--- src/rtl/cpu_run_clkctl.sv ---
module cpu_run_clkctl #(
  parameter logic HALT_LEVEL = 1'b1
) (
  input  logic       clk,
  input  logic       rst_n,
  input  logic       slow_tick_i,
  input  logic       fast_tick_i,
  input  logic       wai_i,
  input  logic       stp_i,
  input  logic       irq_i,
  input  logic       sync_i,
  input  logic       emu_i,
  input  logic       be_i,
  input  logic       sc_we_i,
  input  logic [1:0] sc_wdata_i,
  output logic [1:0] sc_q_o,
  output logic       fast_osc_o,
  output logic       clk_sel_o,
  output logic       phi2_o,
  output logic       run_o,
  output logic       status_o
);

  logic [1:0] sc_q;
  logic       wai_q, stp_q, src_q, phi2_q;
  logic       halted, tick, frozen, fast_req;

  assign halted   = wai_q | stp_q;
  assign tick     = src_q ? fast_tick_i : slow_tick_i;
  assign frozen   = halted && (phi2_q == HALT_LEVEL);
  assign fast_req = sc_q[1] & sc_q[0];

  always_ff @(posedge clk or negedge rst_n) begin
    if (!rst_n) sc_q <= '0;
    else if (sc_we_i) sc_q <= sc_wdata_i;
  end

  always_ff @(posedge clk or negedge rst_n) begin
    if (!rst_n) begin
      wai_q <= 1'b0;
      stp_q <= 1'b0;
    end else begin
      if (irq_i) wai_q <= 1'b0;
      else if (wai_i) wai_q <= 1'b1;
      if (stp_i) stp_q <= 1'b1;
    end
  end

  always_ff @(posedge clk or negedge rst_n) begin
    if (!rst_n) begin
      phi2_q <= 1'b0;
      src_q  <= 1'b0;
    end else if (tick && !frozen) begin
      phi2_q <= ~phi2_q;
      if (phi2_q) src_q <= fast_req;
    end
  end

  assign sc_q_o     = sc_q;
  assign fast_osc_o = sc_q[0] | src_q;
  assign clk_sel_o  = src_q;
  assign phi2_o     = phi2_q;
  assign run_o      = ~halted;
  assign status_o   = (emu_i && !phi2_q) ? sync_i : ~halted;

endmodule

--- config.mk ---
export PLATFORM = sky130hd
export DESIGN_NAME = cpu_run_clkctl
export DESIGN_NICKNAME = d
export VERILOG_FILES = /design/src/rtl/cpu_run_clkctl.sv
export SDC_FILE = /design/constraint.sdc
export NUM_CORES = 1
export LEC_CHECK = 0
export ABC_AREA = 1
export BUFFER_PORTS_ARGS = -buffer_cell sky130_fd_sc_hd__buf_2
export CAP_MARGIN = 20
export CORE_AREA = 2 2 39 41
export CTS_BUF_LIST = sky130_fd_sc_hd__clkbuf_4 sky130_fd_sc_hd__clkbuf_8
export DETAILED_ROUTE_END_ITERATION = 8
export DIE_AREA = 0 0 41 43
export GPL_ROUTABILITY_DRIVEN = 1
export HOLD_SLACK_MARGIN = 0.05
export SETUP_SLACK_MARGIN = 0.1
export SLEW_MARGIN = 30
export SYNTH_ARGS = -nofsm -noshare
export SYNTH_HDL_FRONTEND = slang
export SYNTH_SLANG_ARGS = --single-unit
export TNS_END_PERCENT = 50
--- constraint.sdc ---
create_clock -name clk -period 1 [get_ports clk]
set_input_delay 0.15 -clock clk [delete_from_list [all_inputs] [get_ports clk]]
set_output_delay 0.15 -clock clk [all_outputs]
set_load 0.01 [all_outputs]
==> results of run 1 <==
==> where the power goes <==
part | internal (uW) | switching (uW) | leakage, uW
Sequential | 255 | 7.99 | 0.0000677
Clock | 136 | 84.4 | 0.0000138
Combinational | 41.7 | 38.2 | 0.000211
==> cell type report <==
type	instances	area, um2
Sequential cell	6	150.1
Timing Repair Buffer	26	172.7
Multi-Input combinational cell	22	128.9
Inverter	7	26.28
Clock buffer	3	22.52
Fill cell	153	863.3
Tap cell	16	20.02
==> logic make-up after synthesis <==
kind of cell | share of synthesized area
buf+inv | 0.09093
mux | 0.03896
flops | 0.5195
compound gates | 0.05193
simple gates | 0.2987
==> cells in the mapped netlist <==
master	number	area [um2]
a21oi_1	2	10.01
nand3_1	1	5.000
nor2_1	4	15.01
o21ai_0	1	5.000
or2_2	1	6.260
nor2_4	1	11.26
dfrtp_1	6	150.1
inv_1	7	26.28
nand2_1	8	30.03
nand2_2	3	18.77
mux2_1	1	11.26
==> placed cells by master (no fill, tap or decap), drive strengths merged <==
cell / count
buf: 25
nand2: 11
inv: 7
dfrtp: 6
nor2: 5
clkbuf: 3
a21oi: 2
nand3: 1
o21ai: 1
mux2: 1
or2: 1
dlygate4sd3: 1
==> flip-flops by register name (all words and copies together), names as in the netlist <==
signal     count
stp_q          1
sc_q_o         2
clk_sel_o      1
wai_q          1
phi2_o         1
==> per-stage QoR <==
step,power [uW],setup TNS [ps]
after floorplan,293.1,0
after global placement,333.9,0
after detailed placement,335.3,0
after CTS,565.9,-293.0
after global routing,613.0,-679.2
final,562.8,-331.8
==> timing repair <==
item	in CTS	in global routing
buffers inserted	4	3
hold buffers	1	0
gates resized for setup	4	8
hold endpoints to repair	6	0
endpoints found under the setup margin	8	9
pin swaps	2	4
==> worst register-to-register path: cells and delay by family (launching register included) <==
kind                   cells  cell delay (ps)
buffers and inverters      2              190
flip-flops                 1              380
AND/OR/NAND/NOR            5              330
==> worst paths after layout <==
check                                   startpoint                     to  slack, ps  cells past startpoint
worst max-delay path            phi2_o$_DFFE_PN0P_               status_o       -150                      4
worst min-delay path                         irq_i      wai_q$_DFFE_PN0P_         60                      2
worst max register to register   stp_q$_DFFE_PN0P_  clk_sel_o$_DFFE_PN0P_          0                      7
worst min register to register   stp_q$_DFFE_PN0P_      stp_q$_DFFE_PN0P_        490                      1
max in group asynchronous                    rst_n      wai_q$_DFFE_PN0P_        610                      2
min in group asynchronous                    rst_n  sc_q_o[1]$_DFFE_PN0P_        260                      2
==> layer usage <==
layer  track usage  routed length (um)  up-vias
li1              -                   -      162
met1        0.1063                 242      138
met2        0.1500                 342       11
met3       0.06283                  56        0
met4       0.02000                   0        0
met5             0                   0        -
==> results.sh, run 1 <==
export IMPL_status="finished with violations"
export IMPL_violations="setup timing"
export IMPL_cts_buffers_inserted=3
export IMPL_fp_coreArea_mm2=0.001384
export IMPL_diodes=0
export IMPL_setup_viol=5
export IMPL_wire_per_inst_um=8.013
export IMPL_synth_seq_area_share=0.5195
export IMPL_syn2layout_area_growth_pct=80.09
export IMPL_ios=20
export IMPL_yosys_warnings=0
export IMPL_cp_arrival_ps=1000
export IMPL_skew_ps=0.7145
export IMPL_critPathSlowestCell="dfrtp_1"
export IMPL_port_buffers=18
export IMPL_drt_initial_drc_count=2
export IMPL_cp_num_buf_inv=2
export IMPL_clock_path_buffers=2
export IMPL_dp_cells=70
export IMPL_row_count=14
export IMPL_hp_class="input pin to register"
export IMPL_pre_cts_slack_ps=55.40
export IMPL_die_x_um=41
export IMPL_grt_pass1_wl_mm=1.124
export IMPL_finalMaxSlewViolations=0
export IMPL_finalNonFillerCells=80
export IMPL_syn_num_nets=48
export IMPL_syn_avg_cell_area_um2=8.258
export IMPL_vdd_ir_drop_worst_v=0.0005864
export IMPL_ant_nets=0
export IMPL_leakagePower_uw=0.0002928
export IMPL_initial_core_util=0.2089
export IMPL_tightest_slew_ps=129.7
export IMPL_finalHoldViolations=0
export IMPL_relSlewSlack=0.9126
export IMPL_grt_util_all_layers=0.09635
export IMPL_p_per_area_mw_per_mm2=1081
export IMPL_synthCells=35
export IMPL_critPathKind="register to output port"
export IMPL_design_area_um2=520.5
export IMPL_cp_top_family="flip-flops"
export IMPL_fin_crit_sh=1.146
export IMPL_clock_sinks=6
export IMPL_grt_start_max_net_pins=7
export IMPL_end_kind="output port"
export IMPL_postLayoutCoreUtil=0.3761
export IMPL_holdWs_ps=60.17
export IMPL_path_cells="inv_2 > nand2_2 > a21oi_2 > buf_2"
export IMPL_placed_cell_area_um2=410.4
export IMPL_grt_overflow_total=0
export IMPL_cts_tree="done"
export IMPL_wl_um=641
export IMPL_place_gp_congestion=0.6259
export IMPL_fmax_mhz=872.2
export IMPL_crit_required_ps=850
export IMPL_max_stage_delay_ps=380
export IMPL_setup_slack_ps=-146.5
export IMPL_rsz0062_at_grt="yes"
export IMPL_fp_dieH_um=43
export IMPL_finalCriticalPeriod_ps=1146
export IMPL_synth_seq_cells=6
export IMPL_die_area_mm2=0.001763
export IMPL_synth_area_um2=289.0
export IMPL_clkSlewWorstSetupHoldPaths_ps=40
export IMPL_drc=0
export IMPL_startpoint_type="register"
export IMPL_viasPerCell=3.888
export IMPL_drive_gt1_frac=0.6563
export IMPL_layout_nets=79
export IMPL_vias=311
export IMPL_dr_pass1_iters=2
export IMPL_cts_root_buf="clkbuf_4"
export IMPL_worstPathMaxFanout=2
export IMPL_worstSkewPairLatency_ps=240
export IMPL_grt_pass1_vias=294
export IMPL_synth_lib_cells_used_distinct=11
export IMPL_htree_levels=1
export IMPL_antenna_found_initial=0
export IMPL_drv_cap=0
Power figures use the tool's default switching activity.
==> run 2: changes to the inputs <==
ABC_AREA = 0   (was 1)
CAP_MARGIN = not set   (was 20)
==> results.sh, run 2 <==
export IMPL_wire_per_inst_um=10.59
export IMPL_ant_nets=0
export IMPL_grt_overflow_total=0
export IMPL_cts_root_buf="clkbuf_4"
export IMPL_grt_start_max_net_pins=7
export IMPL_worstSkewPairLatency_ps=240
export IMPL_skew_ps=1.041
export IMPL_tns_ps=-614.7
export IMPL_wl_um=741
export IMPL_crit_required_ps=850
export IMPL_end_kind="output port"
export IMPL_row_count=14
export IMPL_async_reset_ff_frac=1.000
export IMPL_leakagePower_uw=0.0002796
export IMPL_drive_gt1_frac=0.7037
export IMPL_max_stage_delay_ps=370
export IMPL_synth_ff_type="dfrtp_1"
export IMPL_layout_nets=69
export IMPL_dr_pass1_iters=2
export IMPL_yosysTopAreaCell="dfrtp_1"
export IMPL_grt_pass1_vias=330
export IMPL_fp_dieH_um=43
export IMPL_synth_top_family_by_area="multiplexers"
export IMPL_synth_top_area_share=0.5150
export IMPL_cts_buffers_inserted=3
export IMPL_top_layer="met3"
export IMPL_drt_initial_drc_count=3
export IMPL_die_area_mm2=0.001763
export IMPL_clock_path_buffers=2
export IMPL_synth_seq_area_share=0.5150
export IMPL_placed_cell_area_um2=436.7
export IMPL_vias=293
export IMPL_fp_coreArea_mm2=0.001384
export IMPL_p_per_area_mw_per_mm2=1062
export IMPL_power_uw=601.7
export IMPL_cp_arrival_ps=1150
export IMPL_cts_tree="done"
export IMPL_violations="setup timing"
export IMPL_finalHoldViolations=0
export IMPL_synthTopCellsByArea="dfrtp_1, mux2_2, mux2i_1, a221oi_2, mux2_4"
export IMPL_setup_viol=8
export IMPL_clock_sinks=6
export IMPL_drc=0
export IMPL_hp_class="input pin to register"
export IMPL_worstPathMaxFanout=2
export IMPL_fin_crit_sh=1.305
export IMPL_synth_fa_ha_area_frac=0
export IMPL_grt_pass1_wl_mm=1.248
export IMPL_relSlewSlack=0.8633
export IMPL_synth_edf_count=0
export IMPL_antenna_found_initial=0
export IMPL_synth_lib_cells_used_distinct=13
export IMPL_finalCriticalPeriod_ps=1305
export IMPL_syn_num_nets=37
export IMPL_htree_levels=1
export IMPL_clkSlewWorstSetupHoldPaths_ps=40
export IMPL_port_buffers=18
export IMPL_final_cell_mix="buf_2, buf_6, dfrtp_1"
export IMPL_ios=20
export IMPL_grt_util_all_layers=0.1073
export IMPL_wl_met3_um=58
export IMPL_design_area_um2=566.8
export IMPL_place_gp_congestion=0.6932
export IMPL_synthXorXnorAreaFrac=0
export IMPL_initial_core_util=0.2107
export IMPL_synthCells=24
export IMPL_dp_hpwl_um=541.4
export IMPL_synth_mux_area_fraction=0.1974
export IMPL_critPathSlowestCell="dfrtp_1"
export IMPL_syn2layout_area_growth_pct=94.42
export IMPL_ys_top_cells_by_count="dfrtp_1, nor2_1"
export IMPL_syn_avg_cell_area_um2=12.15
export IMPL_critPathKind="register to output port"
export IMPL_startpoint_type="register"
export IMPL_yosys_warnings=0
export IMPL_tightest_slew_ps=203.2
export IMPL_fmax_mhz=766.3
export IMPL_status="finished with violations"
export IMPL_setup_slack_ps=-304.9
export IMPL_cp_num_buf_inv=1
export IMPL_holdWs_ps=105.5
export IMPL_wl_met2_um=371
export IMPL_met1_length_um=311
export IMPL_layout_commonest_cell="buf_2"
export IMPL_synth_compound_area_share=0.09442
export IMPL_die_x_um=41
export IMPL_largest_reg_flops=2
export IMPL_cp_top_family="flip-flops"
export IMPL_vdd_ir_drop_worst_v=0.0005010
export IMPL_synth_simple_area_share=0.1674
export IMPL_synth_area_um2=291.5
export IMPL_rsz0062_at_grt="yes"
export IMPL_synth_seq_cells=6
export IMPL_drv_cap=0
export IMPL_path_cells="nand2b_4 > mux2_4 > buf_6"
export IMPL_yosysMostFrequentCell="dfrtp_1"
export IMPL_viasPerCell=4.186
export IMPL_diodes=0
export IMPL_pre_cts_slack_ps=-63.72
export IMPL_finalMaxSlewViolations=0
run 2: cell types whose count changed after synthesis, moves of 2 or more:
cell     delta
mux2_2      +2
inv_1       -5
mux2i_1     +2
nand2_1     -8
nand2_2     -3
run 2: cells by family (layout without fill, tap and decap cells):
family | Yosys count | after routing
mux | 5 | 5
compound gates | 3 | 3
flops | 6 | 6
simple gates | 8 | 8
buf+inv | 2 | 32
run 2: final timing paths:
kind	depth (start not counted)	startpoint	slack, ps	to
hold / removal	2	stp_i	110	stp_q$_DFFE_PN0P_
setup reg to reg	3	wai_q$_DFFE_PN0P_	-60	clk_sel_o$_DFFE_PN0P_
hold reg to reg	1	sc_q_o[1]$_DFFE_PN0P_	560	sc_q_o[1]$_DFFE_PN0P_
setup / recovery	3	phi2_o$_DFFE_PN0P_	-300	status_o
max in group asynchronous	2	rst_n	590	wai_q$_DFFE_PN0P_
min in group asynchronous	2	rst_n	270	clk_sel_o$_DFFE_PN0P_
run 2: power breakdown:
group	switching [uW]	total, uW	internal (uW)
Sequential	10.6	265	255
Clock	84.6	220	136
Combinational	42.5	116	73.9
Total	138	602	464
run 2: timing repair:
action	CTS	global route
pin swaps	1	2
setup endpoints to repair	9	11
resized for setup	9	3
hold buffers	2	0
buffers inserted	4	1
hold endpoints to repair	7	0
run 2: cell type report:
type	instances	area, um2
timing repair buffer	27	205.2
multi-input combinational	16	161.4
fill	150	817.0
clock buffer	3	22.52
sequential	6	150.1
tap	16	20.02
inverter	2	7.507
run 2: metrics by stage:
| step | std cells | utilization |
|---|---|---|
| detailed placement | 61 | 0.3156 |
| global placement | 61 | 0.3156 |
| finish | 70 | 0.4096 |
| floorplan | 24 | - |
| global route | 70 | 0.4096 |
| CTS | 70 | 0.3996 |
run 2: worst register-to-register path: cells and delay by family (launching register included):
| kind | cells | cell delay [ps] |
|---|---|---|
| compound gates | 1 | 230 |
| buf+inv | 1 | 140 |
| flops | 1 | 400 |
| simple gates | 1 | 200 |
run 2: per-layer routing:
metal | vias to the layer above | global-route usage
met5 | - | 0
met4 | 0 | 0.04000
met3 | 0 | 0.03141
met2 | 14 | 0.1625
met1 | 135 | 0.1386
li1 | 144 | -
